==> config.mk <==
export PLATFORM = sky130hd
export DESIGN_NAME = dspi_rd_deser
export DESIGN_NICKNAME = d
export VERILOG_FILES = /design/src/rtl/dspi_pkg.sv /design/src/rtl/dspi_seq.sv /design/src/rtl/dspi_deser.sv /design/src/rtl/dspi_rd_deser.sv
export SDC_FILE = /design/constraint.sdc
export NUM_CORES = 1
export LEC_CHECK = 0
export CELL_PAD_IN_SITES_DETAIL_PLACEMENT = 0
export CELL_PAD_IN_SITES_GLOBAL_PLACEMENT = 2
export CORE_MARGIN = 2
export CORE_UTILIZATION = 35
export CTS_CLUSTER_SIZE = 10
export DETAILED_ROUTE_END_ITERATION = 8
export PLACE_DENSITY = 0.78
export SLEW_MARGIN = 20
export SYNTH_ARGS = -nofsm -noshare
export SYNTH_HDL_FRONTEND = slang
export SYNTH_SLANG_ARGS = --single-unit
export TNS_END_PERCENT = 5
==> constraint.sdc <==
create_clock -name clk -period 2.4 [get_ports clk]
set_input_delay 0.24 -clock clk [delete_from_list [all_inputs] [get_ports clk]]
set_output_delay 0.24 -clock clk [all_outputs]
set_load 0.03 [all_outputs]
==> src/rtl/dspi_pkg.sv <==
`timescale 1ns/1ps
package dspi_pkg;
  typedef enum logic {SEQ_IDLE, SEQ_RUN} seq_state_t;

  localparam int WORD_W    = 32;
  localparam int LANE_W    = WORD_W / 2;
  localparam int PAIR_IDXW = $clog2(LANE_W);

  // Interleave two lane registers (oldest pair in the MSB) into a
  // little-endian word with MSB-first pairs inside each byte.
  function automatic logic [WORD_W-1:0] merge_lanes(input logic [LANE_W-1:0] odd_l,
                                                    input logic [LANE_W-1:0] even_l);
    logic [WORD_W-1:0] w;
    w = '0;
    for (int k = 0; k < LANE_W; k++) begin
      w[8*(k/4) + 7 - 2*(k%4)] = odd_l[LANE_W-1-k];
      w[8*(k/4) + 6 - 2*(k%4)] = even_l[LANE_W-1-k];
    end
    return w;
  endfunction
endpackage

==> src/rtl/dspi_seq.sv <==
`timescale 1ns/1ps
module dspi_seq
  import dspi_pkg::*;
#(
  parameter int CNT_W = 8
) (
  input  logic             clk,
  input  logic             rst_n,
  input  logic             start,
  input  logic [CNT_W-1:0] byte_count,
  output logic             sclk,
  output logic             cs_n,
  output logic             busy,
  output logic             done,
  output logic             accept,
  output logic             sample,
  output logic             last_pair
);
  localparam int PAIR_W = CNT_W + 2;

  seq_state_t        state;
  logic [PAIR_W-1:0] pairs_left;

  always_comb begin
    accept    = (state == SEQ_IDLE) && start && (byte_count != '0);
    busy      = (state == SEQ_RUN);
    sample    = busy && !sclk;
    last_pair = sample && (pairs_left == PAIR_W'(1));
  end

  always_ff @(posedge clk or negedge rst_n) begin
    if (!rst_n) begin
      state      <= SEQ_IDLE;
      sclk       <= 1'b0;
      cs_n       <= 1'b1;
      done       <= 1'b0;
      pairs_left <= '0;
    end else begin
      done <= 1'b0;
      unique case (state)
        SEQ_IDLE: if (accept) begin
          state      <= SEQ_RUN;
          cs_n       <= 1'b0;
          sclk       <= 1'b0;
          pairs_left <= {byte_count, 2'b00};
        end
        SEQ_RUN: if (!sclk) begin
          sclk       <= 1'b1;
          pairs_left <= pairs_left - PAIR_W'(1);
        end else begin
          sclk <= 1'b0;
          if (pairs_left == '0) begin
            cs_n  <= 1'b1;
            done  <= 1'b1;
            state <= SEQ_IDLE;
          end
        end
        default: state <= SEQ_IDLE;
      endcase
    end
  end

  AST_SCLK_QUIET_IDLE: assert property (@(posedge clk) disable iff (!rst_n)
    cs_n |-> !sclk);
  AST_HALF_RATE: assert property (@(posedge clk) disable iff (!rst_n)
    (busy && $past(busy)) |-> (sclk != $past(sclk)));
  AST_CS_RISE_WITH_DONE: assert property (@(posedge clk) disable iff (!rst_n)
    $rose(cs_n) |-> done);
  AST_DONE_PULSE: assert property (@(posedge clk) disable iff (!rst_n)
    done |=> !done);
endmodule

==> src/rtl/dspi_deser.sv <==
`timescale 1ns/1ps
module dspi_deser
  import dspi_pkg::*;
(
  input  logic              clk,
  input  logic              rst_n,
  input  logic              clear,
  input  logic              sample,
  input  logic              last_pair,
  input  logic              lane_swap,
  input  logic              split_mode,
  input  logic              io0,
  input  logic              io1,
  output logic [WORD_W-1:0] word,
  output logic              word_valid
);
  logic                 bit_odd, bit_even;
  logic [PAIR_IDXW-1:0] pcnt;
  logic [5:0]           byte_sh;
  logic [WORD_W-1:0]    acc, acc_nx, split_word;
  logic [LANE_W-1:0]    lane_odd, lane_even, lane_odd_nx, lane_even_nx;
  logic [7:0]           byte_nx;
  logic                 word_end;

  always_comb begin
    bit_odd      = lane_swap ? io0 : io1;
    bit_even     = lane_swap ? io1 : io0;
    byte_nx      = {byte_sh, bit_odd, bit_even};
    acc_nx       = acc;
    if (pcnt[1:0] == 2'd3)
      acc_nx[8*pcnt[PAIR_IDXW-1:2] +: 8] = byte_nx;
    lane_odd_nx  = {lane_odd[LANE_W-2:0], bit_odd};
    lane_even_nx = {lane_even[LANE_W-2:0], bit_even};
    split_word   = merge_lanes(lane_odd_nx  << (LANE_W-1-int'(pcnt)),
                               lane_even_nx << (LANE_W-1-int'(pcnt)));
    word_end     = (pcnt == PAIR_IDXW'(LANE_W-1)) || last_pair;
  end

  always_ff @(posedge clk or negedge rst_n) begin
    if (!rst_n) begin
      pcnt <= '0; byte_sh <= '0; acc <= '0;
      lane_odd <= '0; lane_even <= '0;
      word <= '0; word_valid <= 1'b0;
    end else begin
      word_valid <= 1'b0;
      if (clear) begin
        pcnt <= '0; byte_sh <= '0; acc <= '0;
        lane_odd <= '0; lane_even <= '0;
      end else if (sample) begin
        if (word_end) begin
          word       <= split_mode ? split_word : acc_nx;
          word_valid <= 1'b1;
          pcnt <= '0; byte_sh <= '0; acc <= '0;
          lane_odd <= '0; lane_even <= '0;
        end else begin
          pcnt      <= pcnt + 1'b1;
          byte_sh   <= byte_nx[5:0];
          acc       <= acc_nx;
          lane_odd  <= lane_odd_nx;
          lane_even <= lane_even_nx;
        end
      end
    end
  end

  AST_VALID_PULSE: assert property (@(posedge clk) disable iff (!rst_n)
    word_valid |=> !word_valid);
  AST_VALID_AFTER_SAMPLE: assert property (@(posedge clk) disable iff (!rst_n)
    word_valid |-> $past(sample));
endmodule

==> src/rtl/dspi_rd_deser.sv <==
`timescale 1ns/1ps
module dspi_rd_deser
  import dspi_pkg::*;
#(
  parameter int CNT_W = 8
) (
  input  logic             clk,
  input  logic             rst_n,
  input  logic             start,
  input  logic [CNT_W-1:0] byte_count,
  input  logic             lane_swap,
  input  logic             split_mode,
  input  logic             io0,
  input  logic             io1,
  output logic             sclk,
  output logic             cs_n,
  output logic             busy,
  output logic             done,
  output logic [31:0]      word,
  output logic             word_valid
);
  logic accept, sample, last_pair;

  dspi_seq #(.CNT_W(CNT_W)) u_seq (
    .clk(clk), .rst_n(rst_n), .start(start), .byte_count(byte_count),
    .sclk(sclk), .cs_n(cs_n), .busy(busy), .done(done),
    .accept(accept), .sample(sample), .last_pair(last_pair)
  );

  dspi_deser u_deser (
    .clk(clk), .rst_n(rst_n), .clear(accept), .sample(sample),
    .last_pair(last_pair), .lane_swap(lane_swap), .split_mode(split_mode),
    .io0(io0), .io1(io1), .word(word), .word_valid(word_valid)
  );

  AST_BUSY_HOLDS_CS: assert property (@(posedge clk) disable iff (!rst_n)
    busy |-> !cs_n);
  AST_NO_RESTART: assert property (@(posedge clk) disable iff (!rst_n)
    (busy && start) |=> (busy || done));
endmodule

-- Word level (Yosys, flattened, before mapping)
Index checks and enable logic that the tools add are counted.
- bits in registers: 119
- add/subtract/negate cells: 4
- equality and inequality tests: 7
- shifts and indexed selects: 4
- multiplexer cells: 39
- bitwise gates (word level): 2
- reduce and logical (&&, ||, !) cells: 12
- operators with widths (operator ; number):
    $mux 32 ; 5
    $mux 15 ; 6
    $shl 16x32->16 ; 2
    $neg 5->34 ; 1
    $shift 8x34->32 const A ; 1
    $shiftx 8x34->32 ; 1
    $bwmux 32 ; 1
    $mux 10 ; 2
    $pmux 10 s2 ; 1
    $mux 6 ; 3
    $mux 1 ; 15
    $mux 4 ; 3
    $eq 10x1->1 const B ; 1
    $logic_not 10->1 ; 1
    $sub 10x1->10 const B ; 1
    $reduce_bool 8->1 ; 1
    $ne 2x2->1 const B ; 3
    $pmux 1 s2 ; 3
    $reduce_and 3->1 ; 2
    $sub 4x4->5 const A ; 1
    $add 4x1->4 const B ; 1
    $eq 4x4->1 const B ; 1
    $logic_and 1x1->1 ; 4
    $eq 2x2->1 const B ; 1
    other kinds (6) ; 7

-- Depth between registers and ports, before layout
- depth in word-level cells: 7
- mapped depth: 10
- gate-level depth less buffers: 7

-- Modules after synthesis
From an unflattened synthesis, not the netlist that was laid out.
- cell total of the unflattened synthesis: 614
- area, all modules: 6423.7 µm²
- modules (own cells, without submodules) (module ; times used ; cells an instance ; area an instance (µm²) ; sequential area each (µm²)):
    dspi_deser ; 1 ; 518 ; 5546.6 ; 2477.4
    dspi_seq ; 1 ; 96 ; 877.1 ; 351.6

-- Least setup slack after synthesis
Ideal clock, no wire load.
- kind: reg-to-reg
- from: register u_deser.pcnt[2]
- to: register u_deser.acc[2]
- setup time: 0.067 ns
- arrival: 2.333 ns
- data required time: 2.333 ns
- slack: 0.000 ns
- cell stages (with the launch flop): 10
- path buffers: 4
- cell sequence: dfrtp_1 > buf_2 > inv_2 > clkbuf_1 > ha_1 > nor4bb_1 > clkbuf_1 > and3_1 > buf_1 > a32o_1
- cells in the longest elaborated chain, start to end: 7
- ends and longest elaborated chain (item ; RTL line ; RTL):
    start: declaration ; dspi_deser.sv:18 ; logic [PAIR_IDXW-1:0] pcnt;
    start signal: assignment ; dspi_deser.sv:56 ; pcnt <= pcnt + 1'b1;
    $neg 5->34 ; dspi_deser.sv:31 ; acc_nx[8*pcnt[PAIR_IDXW-1:2] +: 8] = byte_nx;
    $shiftx 8x34->32 / $shift 8x34->32 (equally long branches) ; dspi_deser.sv:31 ;
    $bwmux 32 ; dspi_deser.sv:31 ;
    $mux 32 ; dspi_deser.sv:30 ; if (pcnt[1:0] == 2'd3)
    $mux 32 (*) ; dspi_deser.sv:50 ; if (word_end) begin
    $mux 32 (*) ; dspi_deser.sv:49 ; end else if (sample) begin
    $mux 32 (*) ; dspi_deser.sv:46 ; if (clear) begin
    end signal: assignment ; dspi_deser.sv:58 ; acc <= acc_nx;
    end: declaration ; dspi_deser.sv:20 ; logic [WORD_W-1:0] acc, acc_nx, split_word;
Every way passes the cells marked *; elsewhere a longest branch is shown, timed or not. The select of a mux whose other input is x is not followed.
A chain may end at the register's enable or synchronous reset.

-- Worst setup path in the final report
- from: register u_deser.pcnt[0]
- to: register u_deser.word[4]
- cells in the longest elaborated chain, start to end: 3
- ends and longest elaborated chain (item ; RTL line ; RTL):
    $sub 4x4->5, or another cell as far along ; dspi_deser.sv:35 ; lane_even_nx << (LANE_W-1-int'(pcnt)));
    $shl 16x32->16, or another cell as far along ; dspi_deser.sv:35 ;
    $mux 32 / $reduce_and 3->1 (equally long branches) ; - ;
    end signal: assignment ; dspi_deser.sv:51 ; word <= split_mode ? split_word : acc_nx;
    end: declaration ; dspi_deser.sv:14 ; output logic [WORD_W-1:0] word,
Several ways; a longest one is shown, not always the timed one.

==> impl_metrics.py <==
metrics = {
    "worst_setup_path": {
        "cp-end-kind": "flip-flop",
        "crit_end": "u_deser.word[4]",
        "crit_required_ps": 2680,
        "r2r_slack_ps": 110,
        "startpoint_type": "flip-flop",
        "critPathKind": "reg2reg",
        "startpoint": "u_deser.pcnt[0]",
        "ff2ff_path_depth": 6,
        "arrival_ps": 2570,
        "cp_max_fo": 49,
        "reg2reg_to": "u_deser.word[4]",
        "r2r_start": "u_deser.pcnt[0]",
    },
    "place": {
        "port_buffers": 51,
        "dpl.hpwl_mm": 14.4,
        "gp_congestion": 0.896,
        "placed_area_sq_um": 7310,
    },
    "global_route": {
        "globalRoute.totalOverflow": 0,
        "antenna_found_initial": 0,
        "grt_usage": 0.215,
        "grt_pass1_wl_mm": 32.5,
        "grt_pass1_vias": 5471,
        "grt_max_degree": 51,
    },
    "synthesis": {
        "synth-edff-count": 0,
        "ys_seq_elements": 113,
        "syn_nets": 652,
        "netlist_instances": 629,
        "syn_area_sq_um": 6420,
        "synth_ff_type": "dfrtp_1",
        "seq_area_frac_synth": 0.440,
        "synth.avg_cell_area_sq_um": 10.2,
        "ys_warn_count": 0,
        "synthArstFlopShare": 1.00,
        "synth.distinct_cells": 62,
    },
    "power_and_ir_drop": {
        "power_switching_mw": 4.85,
        "max-vdd-ir-drop_mv": 0.816,
        "power.internal_mw": 6.83,
        "power.leakage_nw": 3.38,
        "switching_share": 0.415,
        "pwr_density_cell_nw_per_um2": 1470,
        "seqPwrFrac": 0.264,
        "power.total_mw": 11.7,
        "p_comb_frac": 0.502,
        "clockPowerShare": 0.234,
    },
    "route": {
        "drt_pass1_iterations": 6,
        "final_antenna_net_count": 0,
        "drt_iter0_markers": 576,
        "wl_per_cell_um": 21.8,
        "vias": 5465,
        "wirelength_mm": 20.3,
        "drcViolationCount": 0,
        "vias_per_cell": 5.86,
    },
    "clock_network": {
        "cts_buffer_depth": 2,
        "cts_tree": "done",
        "insertion_delay_ps": 420,
        "numCtsBuffers": 17,
        "root_buffer": "clkbuf_16",
        "cts_sinks": 113,
        "cts_setup_buffers": 0,
        "h-tree-depth": 4,
        "clkTransAtPathRegs_ps": 50,
    },
    "die": {
        "ios": 52,
        "core_area_sq_um": 18000,
        "dieArea_sq_um": 19500,
        "initial_core_util": 0.358,
        "die_w_um": 139,
        "die_h_um": 139,
        "placementRows": 49,
    },
    "status": {
        "outcome": "complete, no violations",
    },
    "timing": {
        "finalMaxSlewViolations": 0,
        "tightestPinTransition_ps": 597,
        "holdWs_ps": 327,
        "rsz0062_at_grt": "no",
        "fin_crit_sh": 0.953,
        "min_period_ps": 2290,
        "setup_viol": 0,
        "max_freq_mhz": 437,
        "final.setup.tns_ps": 0,
        "hold_viol_final": 0,
        "fin_skew_ps": 6.66,
        "slew_headroom": 0.601,
    },
    "finish": {
        "nNetsFinal": 714,
        "fill_cells": 1704,
        "drive_gt1_frac": 0.183,
        "final_cell_area_sq_um": 7960,
        "synthToLayoutAreaGrowth_pct": 24.0,
        "final_cell_mix": "dfrtp_1, nand2_1, a22o_1, clkdlybuf4s50_1, buf_4",
        "antenna_cells": 0,
        "layout_commonest_cell": "dfrtp_1",
        "finalCoreUtilization": 0.443,
    },
    "run": {
        "drv_cap": 0,
    },
    "min_path": {
        "min_path_type": "in2async",
    },
}
[final cells by class]
cell class	count	area (sq um)	area share
timing repair buffer	96	886	0.111
inverter	8	30.0	0.00377
clock inverter	11	185	0.0233
clock buffer	21	450	0.0566
sequential	113	2830	0.355
multi-input combinational	455	3300	0.414
tap	229	287	0.0360
[flip-flops by register name, indices dropped and copies added, names as in the netlist, 4 cells and up]
name / count
u_deser.acc: 32
u_deser.lane_even: 15
u_deser.lane_odd: 15
u_deser.pcnt: 4
u_deser.word: 32
u_seq.pairs_left: 10
[routing by layer]
metal	GRT usage	wire, um	part of all wire	up-vias
met5	0	0	0	-
met4	0.0665	415	0.020	0
met3	0.0595	1320	0.065	30
met2	0.317	9140	0.45	199
met1	0.308	9420	0.46	2707
li1	-	-	-	2529
[worst min path at each step]
stage	start	slack, ps	to	cells past startpoint
2_1_floorplan	rst_n	-60	u_deser.acc[0]	0
3_3_place_gp	rst_n	220	u_deser.lane_even[14]	1
3_5_place_dp	rst_n	230	u_deser.lane_even[13]	1
4_1_cts	rst_n	330	u_deser.lane_odd[6]	2
5_1_grt	rst_n	370	u_deser.lane_odd[6]	2
6_report	rst_n	330	u_deser.lane_odd[6]	2
[stage by stage]
step	std cells	worst slack (ps)
after global placement	900	-44.2
after detailed placement	900	-39.6
after floorplan	629	130
after CTS	933	29.5
final	933	113
after global routing	933	26.7
[cells in the mapped netlist, types with 3 or more instances]
master	number	area, sq um
a211oi_1	4	30.0
a21o_1	3	22.5
a21o_4	3	45.0
a21oi_1	16	80.1
a221o_1	4	40.0
a221oi_1	11	96.3
a22o_1	54	473
a22oi_1	18	135
a31oi_1	8	50.1
a32o_1	10	100
and2_1	9	56.3
and3_1	6	37.5
buf_1	4	15.0
buf_2	14	70.1
buf_4	6	45.0
buf_6	5	56.3
clkbuf_1	24	90.1
dfrtp_1	112	2800
ha_1	8	100
inv_1	5	18.8
mux2_2	26	293
mux2i_1	15	150
mux4_2	8	180
nand2_1	60	225
nand2b_1	6	37.5
nand3_1	11	55.1
nor2_1	37	139
nor2b_1	15	93.8
nor3_1	10	50.1
o21a_1	5	37.5
o21ai_0	38	190
o21ai_1	3	15.0
o221a_2	3	33.8
o221ai_1	7	61.3
o22a_1	4	35.0
o22ai_1	15	93.8
o31ai_1	4	30.0
or2_2	4	25.0
[worst max-delay path, cell delays in order, from the launching register on]
cell and delay [ps]:
dfrtp_2 380, buf_12 270, mux2_2 380, a22oi_1 240
mux2i_1 240, a221oi_1 480, o21ai_0 140
[cells by family (layout without fill, tap and decap cells)]
group,Yosys count,in the layout,share of synthesized area
flip-flops,113,113,0.440
buffers and inverters,61,136,0.0477
multiplexers,49,49,0.0970
adder cells (fa/ha/maj),8,8,0.0156
AND/OR/NAND/NOR,173,173,0.133
AO/OA/AOI/OAI,225,225,0.267
[timing repair]
action,4_1_cts,5_1_grt
gates resized for setup,0,3
hold endpoints to repair,33,0
endpoints found under the setup margin,0,35
hold buffers,1,0
[power groups by stage]
stage	combinational, mW	clock [mW]	sequential (mW)
2_1_floorplan	3.37	0	3.55
3_3_place_gp	5.78	0	3.08
3_5_place_dp	5.82	0	3.11
4_1_cts	5.84	2.78	3.08
5_1_grt	6.32	2.88	3.18
6_report	5.86	2.73	3.09
Note: power is estimated with default switching activity, not from simulation.
